===== src/rtl/synth_cfg_pkg.sv =====
package synth_cfg_pkg;

  localparam int CH_IF = 0;
  localparam int CH_RF = 1;
  localparam int NUM_CH = 2;

  // positions inside the 5-bit reference flag group
  localparam int FLG_POL  = 0;
  localparam int FLG_CUR  = 1;
  localparam int FLG_HIZ  = 2;
  localparam int FLG_LD   = 3;
  localparam int FLG_MON  = 4;
  localparam int FLG_W    = 5;

  typedef enum logic [1:0] {
    PD_ACTIVE   = 2'd0,
    PD_PUMP_OFF = 2'd1,
    PD_SYNC     = 2'd2,
    PD_ASYNC    = 2'd3
  } pd_mode_e;

  // power mode from the pump high-Z flag and the power-down bit
  function automatic pd_mode_e pd_decode(input logic hiz_bit, input logic pd_bit);
    return pd_mode_e'({pd_bit, hiz_bit});
  endfunction

  // next powered-down state for one channel
  function automatic logic pd_next(input pd_mode_e mode, input logic cur,
                                   input logic pump_idle);
    case (mode)
      PD_ASYNC: return 1'b1;
      PD_SYNC:  return cur | pump_idle;
      default:  return 1'b0;
    endcase
  endfunction

endpackage


===== src/rtl/sync_bus.sv =====
module sync_bus #(
  parameter int W      = 3,
  parameter int STAGES = 2
) (
  input  logic         clk,
  input  logic         rst_n,
  input  logic [W-1:0] async_in,
  output logic [W-1:0] sync_out
);

  logic [W-1:0] stage_q [STAGES];

  generate
    for (genvar s = 0; s < STAGES; s++) begin : g_stage
      always_ff @(posedge clk or negedge rst_n) begin
        if (!rst_n) begin
          stage_q[s] <= '0;
        end else if (s == 0) begin
          stage_q[s] <= async_in;
        end else begin
          stage_q[s] <= stage_q[(s == 0) ? 0 : s-1];
        end
      end
    end
  endgenerate

  assign sync_out = stage_q[STAGES-1];

endmodule


===== src/rtl/cfg_shift.sv =====
module cfg_shift #(
  parameter int FRAME_W = 22
) (
  input  logic               clk,
  input  logic               rst_n,
  input  logic               shift_en,
  input  logic               bit_in,
  output logic [FRAME_W-1:0] frame
);

  always_ff @(posedge clk or negedge rst_n) begin
    if (!rst_n) begin
      frame <= '0;
    end else if (shift_en) begin
      frame <= {frame[FRAME_W-2:0], bit_in};
    end
  end

endmodule


===== src/rtl/chan_cfg.sv =====
module chan_cfg
  import synth_cfg_pkg::*;
#(
  parameter int REF_W  = 15,
  parameter int A_W    = 7,
  parameter int B_W    = 11,
  parameter int A_KEEP = 7,
  localparam int PAY_W = REF_W + FLG_W
) (
  input  logic             clk,
  input  logic             rst_n,
  input  logic             wr_ref,
  input  logic             wr_div,
  input  logic [PAY_W-1:0] payload,
  input  logic             pump_idle,
  output logic [REF_W-1:0] ref_div,
  output logic [FLG_W-1:0] ref_flags,
  output logic [A_W-1:0]   a_val,
  output logic [B_W-1:0]   b_val,
  output logic             presc_hi,
  output logic             pd_bit,
  output pd_mode_e         pd_mode,
  output logic             powered_down,
  output logic             pump_off
);

  localparam logic [PAY_W-1:0] A_DROP =
    (PAY_W'(1) << A_W) - (PAY_W'(1) << A_KEEP);
  localparam logic [PAY_W-1:0] DIV_MASK = ~A_DROP;

  logic [PAY_W-1:0] ref_q;
  logic [PAY_W-1:0] div_q;
  logic             pd_q;

  always_ff @(posedge clk or negedge rst_n) begin
    if (!rst_n) begin
      ref_q <= '0;
      div_q <= '0;
    end else begin
      if (wr_ref) ref_q <= payload;
      if (wr_div) div_q <= payload & DIV_MASK;
    end
  end

  assign ref_div   = ref_q[REF_W-1:0];
  assign ref_flags = ref_q[REF_W +: FLG_W];
  assign a_val     = div_q[A_W-1:0];
  assign b_val     = div_q[A_W +: B_W];
  assign presc_hi  = div_q[A_W+B_W];
  assign pd_bit    = div_q[A_W+B_W+1];

  assign pd_mode = pd_decode(ref_flags[FLG_HIZ], pd_bit);

  always_ff @(posedge clk or negedge rst_n) begin
    if (!rst_n) pd_q <= 1'b0;
    else        pd_q <= pd_next(pd_mode, pd_q, pump_idle);
  end

  assign powered_down = pd_q;
  assign pump_off     = ref_flags[FLG_HIZ] | pd_q;

endmodule


===== src/rtl/synth_cfg_port.sv =====
module synth_cfg_port
  import synth_cfg_pkg::*;
#(
  parameter int REF_W   = 15,
  parameter int A_W     = 7,
  parameter int B_W     = 11,
  parameter int IF_A_W  = 4,
  parameter int SYNC_ST = 2
) (
  input  logic             clk,
  input  logic             rst_n,
  input  logic             ser_clk,
  input  logic             ser_data,
  input  logic             ser_le,
  input  logic             if_pump_idle,
  input  logic             rf_pump_idle,
  output logic [REF_W-1:0] if_ref_div,
  output logic [4:0]       if_ref_flags,
  output logic [A_W-1:0]   if_a,
  output logic [B_W-1:0]   if_b,
  output logic             if_presc_hi,
  output logic [1:0]       if_pd_mode,
  output logic             if_powered_down,
  output logic             if_pump_off,
  output logic [REF_W-1:0] rf_ref_div,
  output logic [4:0]       rf_ref_flags,
  output logic [A_W-1:0]   rf_a,
  output logic [B_W-1:0]   rf_b,
  output logic             rf_presc_hi,
  output logic [1:0]       rf_pd_mode,
  output logic             rf_powered_down,
  output logic             rf_pump_off,
  output logic             osc_off
);

  localparam int PAY_W   = REF_W + FLG_W;
  localparam int FRAME_W = PAY_W + 2;

  logic [2:0]         pins_s;
  logic               sclk_s, sdat_s, sle_s;
  logic               sclk_d, sle_d;
  logic               clk_rise, le_rise;
  logic [FRAME_W-1:0] frame;
  logic [PAY_W-1:0]   payload;
  logic               addr_div, addr_ch;

  sync_bus #(.W(3), .STAGES(SYNC_ST)) u_sync (
    .clk(clk), .rst_n(rst_n),
    .async_in({ser_le, ser_data, ser_clk}),
    .sync_out(pins_s)
  );

  assign {sle_s, sdat_s, sclk_s} = pins_s;

  always_ff @(posedge clk or negedge rst_n) begin
    if (!rst_n) begin
      sclk_d <= 1'b0;
      sle_d  <= 1'b0;
    end else begin
      sclk_d <= sclk_s;
      sle_d  <= sle_s;
    end
  end

  assign clk_rise = sclk_s & ~sclk_d;
  assign le_rise  = sle_s & ~sle_d;

  cfg_shift #(.FRAME_W(FRAME_W)) u_shift (
    .clk(clk), .rst_n(rst_n),
    .shift_en(clk_rise), .bit_in(sdat_s),
    .frame(frame)
  );

  assign payload  = frame[FRAME_W-1:2];
  assign addr_div = frame[1];   // C1: reference (0) or divider (1)
  assign addr_ch  = frame[0];   // C2: IF (0) or RF (1)

  logic [REF_W-1:0] ref_div_c [NUM_CH];
  logic [FLG_W-1:0] flags_c   [NUM_CH];
  logic [A_W-1:0]   a_c       [NUM_CH];
  logic [B_W-1:0]   b_c       [NUM_CH];
  logic             presc_c   [NUM_CH];
  logic             pdbit_c   [NUM_CH];
  pd_mode_e         mode_c    [NUM_CH];
  logic             down_c    [NUM_CH];
  logic             poff_c    [NUM_CH];
  logic             idle_c    [NUM_CH];

  assign idle_c[CH_IF] = if_pump_idle;
  assign idle_c[CH_RF] = rf_pump_idle;

  generate
    for (genvar ch = 0; ch < NUM_CH; ch++) begin : g_ch
      logic wr_ref_c, wr_div_c;
      assign wr_ref_c = le_rise & ~addr_div & (addr_ch == ch[0]);
      assign wr_div_c = le_rise &  addr_div & (addr_ch == ch[0]);

      chan_cfg #(
        .REF_W(REF_W), .A_W(A_W), .B_W(B_W),
        .A_KEEP((ch == CH_IF) ? IF_A_W : A_W)
      ) u_chan (
        .clk(clk), .rst_n(rst_n),
        .wr_ref(wr_ref_c), .wr_div(wr_div_c),
        .payload(payload), .pump_idle(idle_c[ch]),
        .ref_div(ref_div_c[ch]), .ref_flags(flags_c[ch]),
        .a_val(a_c[ch]), .b_val(b_c[ch]),
        .presc_hi(presc_c[ch]), .pd_bit(pdbit_c[ch]),
        .pd_mode(mode_c[ch]), .powered_down(down_c[ch]),
        .pump_off(poff_c[ch])
      );
    end
  endgenerate

  assign if_ref_div      = ref_div_c[CH_IF];
  assign if_ref_flags    = flags_c[CH_IF];
  assign if_a            = a_c[CH_IF];
  assign if_b            = b_c[CH_IF];
  assign if_presc_hi     = presc_c[CH_IF];
  assign if_pd_mode      = mode_c[CH_IF];
  assign if_powered_down = down_c[CH_IF];
  assign if_pump_off     = poff_c[CH_IF];

  assign rf_ref_div      = ref_div_c[CH_RF];
  assign rf_ref_flags    = flags_c[CH_RF];
  assign rf_a            = a_c[CH_RF];
  assign rf_b            = b_c[CH_RF];
  assign rf_presc_hi     = presc_c[CH_RF];
  assign rf_pd_mode      = mode_c[CH_RF];
  assign rf_powered_down = down_c[CH_RF];
  assign rf_pump_off     = poff_c[CH_RF];

  assign osc_off = pdbit_c[CH_IF] & pdbit_c[CH_RF];

endmodule


===== config.mk =====
export PLATFORM = sky130hd
export DESIGN_NAME = synth_cfg_port
export DESIGN_NICKNAME = d
export VERILOG_FILES = /design/src/rtl/synth_cfg_pkg.sv /design/src/rtl/sync_bus.sv /design/src/rtl/cfg_shift.sv /design/src/rtl/chan_cfg.sv /design/src/rtl/synth_cfg_port.sv
export SDC_FILE = /design/constraint.sdc
export NUM_CORES = 1
export LEC_CHECK = 0
export ABC_AREA = 1
export BUFFER_PORTS_ARGS = -buffer_cell sky130_fd_sc_hd__clkbuf_2
export CAP_MARGIN = 10
export CORE_MARGIN = 2
export CORE_UTILIZATION = 28
export CTS_CLUSTER_DIAMETER = 30
export DETAILED_ROUTE_END_ITERATION = 12
export SYNTH_ARGS = -nofsm -noshare
export SYNTH_HDL_FRONTEND = slang
export SYNTH_SLANG_ARGS = --single-unit

===== constraint.sdc =====
create_clock -name clk -period 1.7 [get_ports clk]
set_clock_uncertainty 0.2 [all_clocks]
set_input_delay 0.085 -clock clk [delete_from_list [all_inputs] [get_ports clk]]
set_output_delay 0.085 -clock clk [all_outputs]
set_load 0.02 [all_outputs]

==> results.txt <==
----------------------------------------------------
[Routing]
  Via-to-Cell Ratio ... 4.59
  Number of DRC markers after the initial detailed-route iteration ... 244
  Total iterations of the first detailed-routing run ... 4
  Antenna-violating nets left ... 0
  Drc violations ... 0
  Routed wire length ... 11,400 microns
  Detailed-route wire length per cell ... 14.9 microns
  Total number of vias ... 3,517

[Global routing]
  Total GRT Usage ... 0.144
  GRT overflow ... 0
  First-pass GRT wire length ... 18,700 microns
  Number of antenna violations at the first check in global routing ... 0
  Maximum number of pins on one net before global-route repair ... 41
  Number of global-route vias before repair ... 3,441

[Setup path]
  Crit path launch type ... flip-flop
  Reg-to-reg startpoint ... u_sync.sync_out[2]$_DFF_PN0_
  Ordered list of cells on the worst path ... or2_2 > clkbuf_2
  Critical path endpoint category ... output pin
  Worst path arrival time ... 1.27 ns
  Launch point of the worst path ... g_ch[1].u_chan.ref_q[17]$_DFFE_PN0P_
  Max Fanout on Critical Path ... 4
  Max stage delay on crit path ... 0.44 ns
  Critical path buffer and inverter count ... 1
  Kind of critical path ... flip-flop to output pin
  Cell type of the slowest stage on the worst timing path ... sky130_fd_sc_hd__dfrtp_1
  Minimum setup slack among reg-to-reg paths ... 0.18 ns
  Required @ worst endpoint ... 1.41 ns
  Top delay family on crit path ... flip-flops

[STA]
  Sum Neg Setup Slack ... 0 ns
  Hold violation total from the final report ... 0
  Final critical path time including I/O delays and setup ... 1.56 ns
  Final Slew Violations ... 0
  Highest clock frequency the design can meet ... 643 MHz
  Minimum hold slack ... 0.150 ns
  Number of endpoints failing setup at the final stage ... 0
  Share of the clock period used by the worst path after layout ... 0.915
  Unrepaired setup endpoints after global routing ... no

[Clock network]
  Skew-Pair Late Insertion Delay ... 0.35 ns
  Total clock sinks ... 109
  Maximum level of the CTS H-tree ... 3
  Number of buffers between clock root and the deepest sink ... 2
  Clock-pin transition on the worst setup and hold timing paths ... 0.07 ns
  Cell at the root of the clock tree ... sky130_fd_sc_hd__clkbuf_16
  CTS tree ... done
  Total CTS buffers ... 9

[Die]
  Die Ht ... 129 microns
  Horiz. Die Dim ... 129 microns
  Standard cell core area ... 15,300 sq um
  Effective utilization at floorplan ... 0.288
  Ports placed on the boundary ... 94
  Site row count ... 45
  Die outline area ... 16,700 sq um

[Placed design]
  Detailed-placement wirelength estimate ... 7940 microns
  Area of placed instances ... 5060 sq um
  Port Buffer Count ... 90
  RD Place Congestion ... 0.782

[Layout]
  Final core utilization ... 0.357
  Top library cells by usage in the layout, fill and taps aside ... sky130_fd_sc_hd__nand2_1 (192), sky130_fd_sc_hd__dfrtp_1 (109), sky130_fd_sc_hd__clkbuf_2 (89)
  N_diodes ... 0
  Share of final-layout standard cells stronger than drive strength 1 ... 0.240
  Cell area after layout ... 5440 sq um
  Layout area overhead ... 23.8%
  Layout Nets ... 557
  Most common cell after layout, fill and taps aside ... sky130_fd_sc_hd__nand2_1

[Run status]
  Status ... finished clean

[Yosys]
  Post-synthesis average cell area ... 9.46 sq um
  Netlist cell types ... 21
  Yosys reg bits ... 109
  Ys Warns ... 0
  Cell area after synthesis ... 4400 sq um
  Mapped Cells ... 465
  Register area share after synthesis ... 0.620

[Job]
  MaxCap Viol Count ... 0

[Power]
  Pwr dens ... 1330 nW/um^2
  Static leakage ... 3.02 nW
  Maximum vdd drop ... 0.521 mV

[Hold path]
  Type of the tightest min-delay check ... flip-flop to flip-flop
  Source of the worst hold timing path ... u_sync.stage_q[3]$_DFF_PN0_

----------------------------------------------------
-- power by group --
| part | total [mW] | internal (mW) | switching, mW |
|---|---|---|---|
| Sequential | 3.44 | 3.03 | 0.404 |
| Clock | 2.17 | 1.23 | 0.942 |
| Combinational | 1.65 | 0.515 | 1.13 |
| Total | 7.26 | 4.78 | 2.48 |
-- layout make-up --
| class | count | area [sq um] |
|---|---|---|
| fill | 1543 | 9810 |
| sequential | 109 | 2730 |
| clock buffer | 12 | 256 |
| multi-input combinational | 306 | 1400 |
| clock inverter | 4 | 52.6 |
| timing repair buffer | 117 | 714 |
| tap | 211 | 264 |
| inverter | 7 | 26.3 |
-- cells in the mapped netlist --
cell type                  number  area share
sky130_fd_sc_hd__nor2_1         2      0.0017
sky130_fd_sc_hd__o21a_1         2      0.0034
sky130_fd_sc_hd__nand2_2        1      0.0014
sky130_fd_sc_hd__nor2_4         1      0.0026
sky130_fd_sc_hd__nand3_1       19       0.022
sky130_fd_sc_hd__clkinv_1       1     0.00085
sky130_fd_sc_hd__clkbuf_1       7      0.0060
sky130_fd_sc_hd__conb_1         1     0.00085
sky130_fd_sc_hd__inv_1          3      0.0026
sky130_fd_sc_hd__o21ai_0        3      0.0034
sky130_fd_sc_hd__buf_1          3      0.0026
sky130_fd_sc_hd__dfrtp_1      109        0.62
sky130_fd_sc_hd__buf_4         12       0.020
sky130_fd_sc_hd__buf_6          1      0.0026
sky130_fd_sc_hd__or2_2          2      0.0028
sky130_fd_sc_hd__nand2_1      192        0.16
sky130_fd_sc_hd__nand3_2        1      0.0023
sky130_fd_sc_hd__a21oi_1        2      0.0023
sky130_fd_sc_hd__nand4_1       78        0.11
sky130_fd_sc_hd__inv_2          3      0.0026
sky130_fd_sc_hd__buf_2         22       0.025
-- per-layer routing --
metal	vias up	global-route usage	wire length [microns]
li1	1729	-	-
met1	1685	0.193	5270
met2	89	0.217	5120
met3	14	0.0454	799
met4	0	0.0569	246
met5	-	0	0
-- worst paths after layout --
check	end	cells after the start
worst max-delay path	rf_pump_off	2
worst max register to register	g_ch[0].u_chan.div_q[2]$_DFFE_PN0P_	5
min in group asynchronous	g_ch[1].u_chan.div_q[3]$_DFFE_PN0P_	3
max in group asynchronous	g_ch[1].u_chan.ref_q[14]$_DFFE_PN0P_	4
worst min-delay path	u_sync.sync_out[0]$_DFF_PN0_	0
worst min register to register	u_sync.sync_out[0]$_DFF_PN0_	0
-- repair_timing --
action / in CTS / in global routing
endpoints found under the setup margin: 0 / 14
resized for setup: 0 / 1
setup buffers: 0 / 0
hold buffers: 7 / 0
endpoints found under the hold margin: 114 / 0
-- metrics by stage --
step	setup slack, ns	power, mW	std cells
4_1_cts	0.117	7.33	766
3_5_place_dp	0.179	5.13	743
3_3_place_gp	0.262	5.09	743
5_1_grt	0.0311	7.67	766
6_report	0.145	7.26	766
2_1_floorplan	0.387	4.43	467
-- logic make-up after synthesis --
group,synth area share
AO/OA/AOI/OAI,0.00910
flip-flops,0.620
AND/OR/NAND/NOR,0.307
buffers and inverters,0.0626
other,0.000853
-- state kept, by name, summed over array words and instances, names as in the netlist --
register	flops
u_shift.frame	22
sle_d	1
sclk_d	1
g_ch.u_chan.ref_q	40
u_sync.sync_out	3
g_ch.u_chan.powered_down	2
g_ch.u_chan.div_q	37
u_sync.stage_q	3
(Power assumes the default switching activity.)
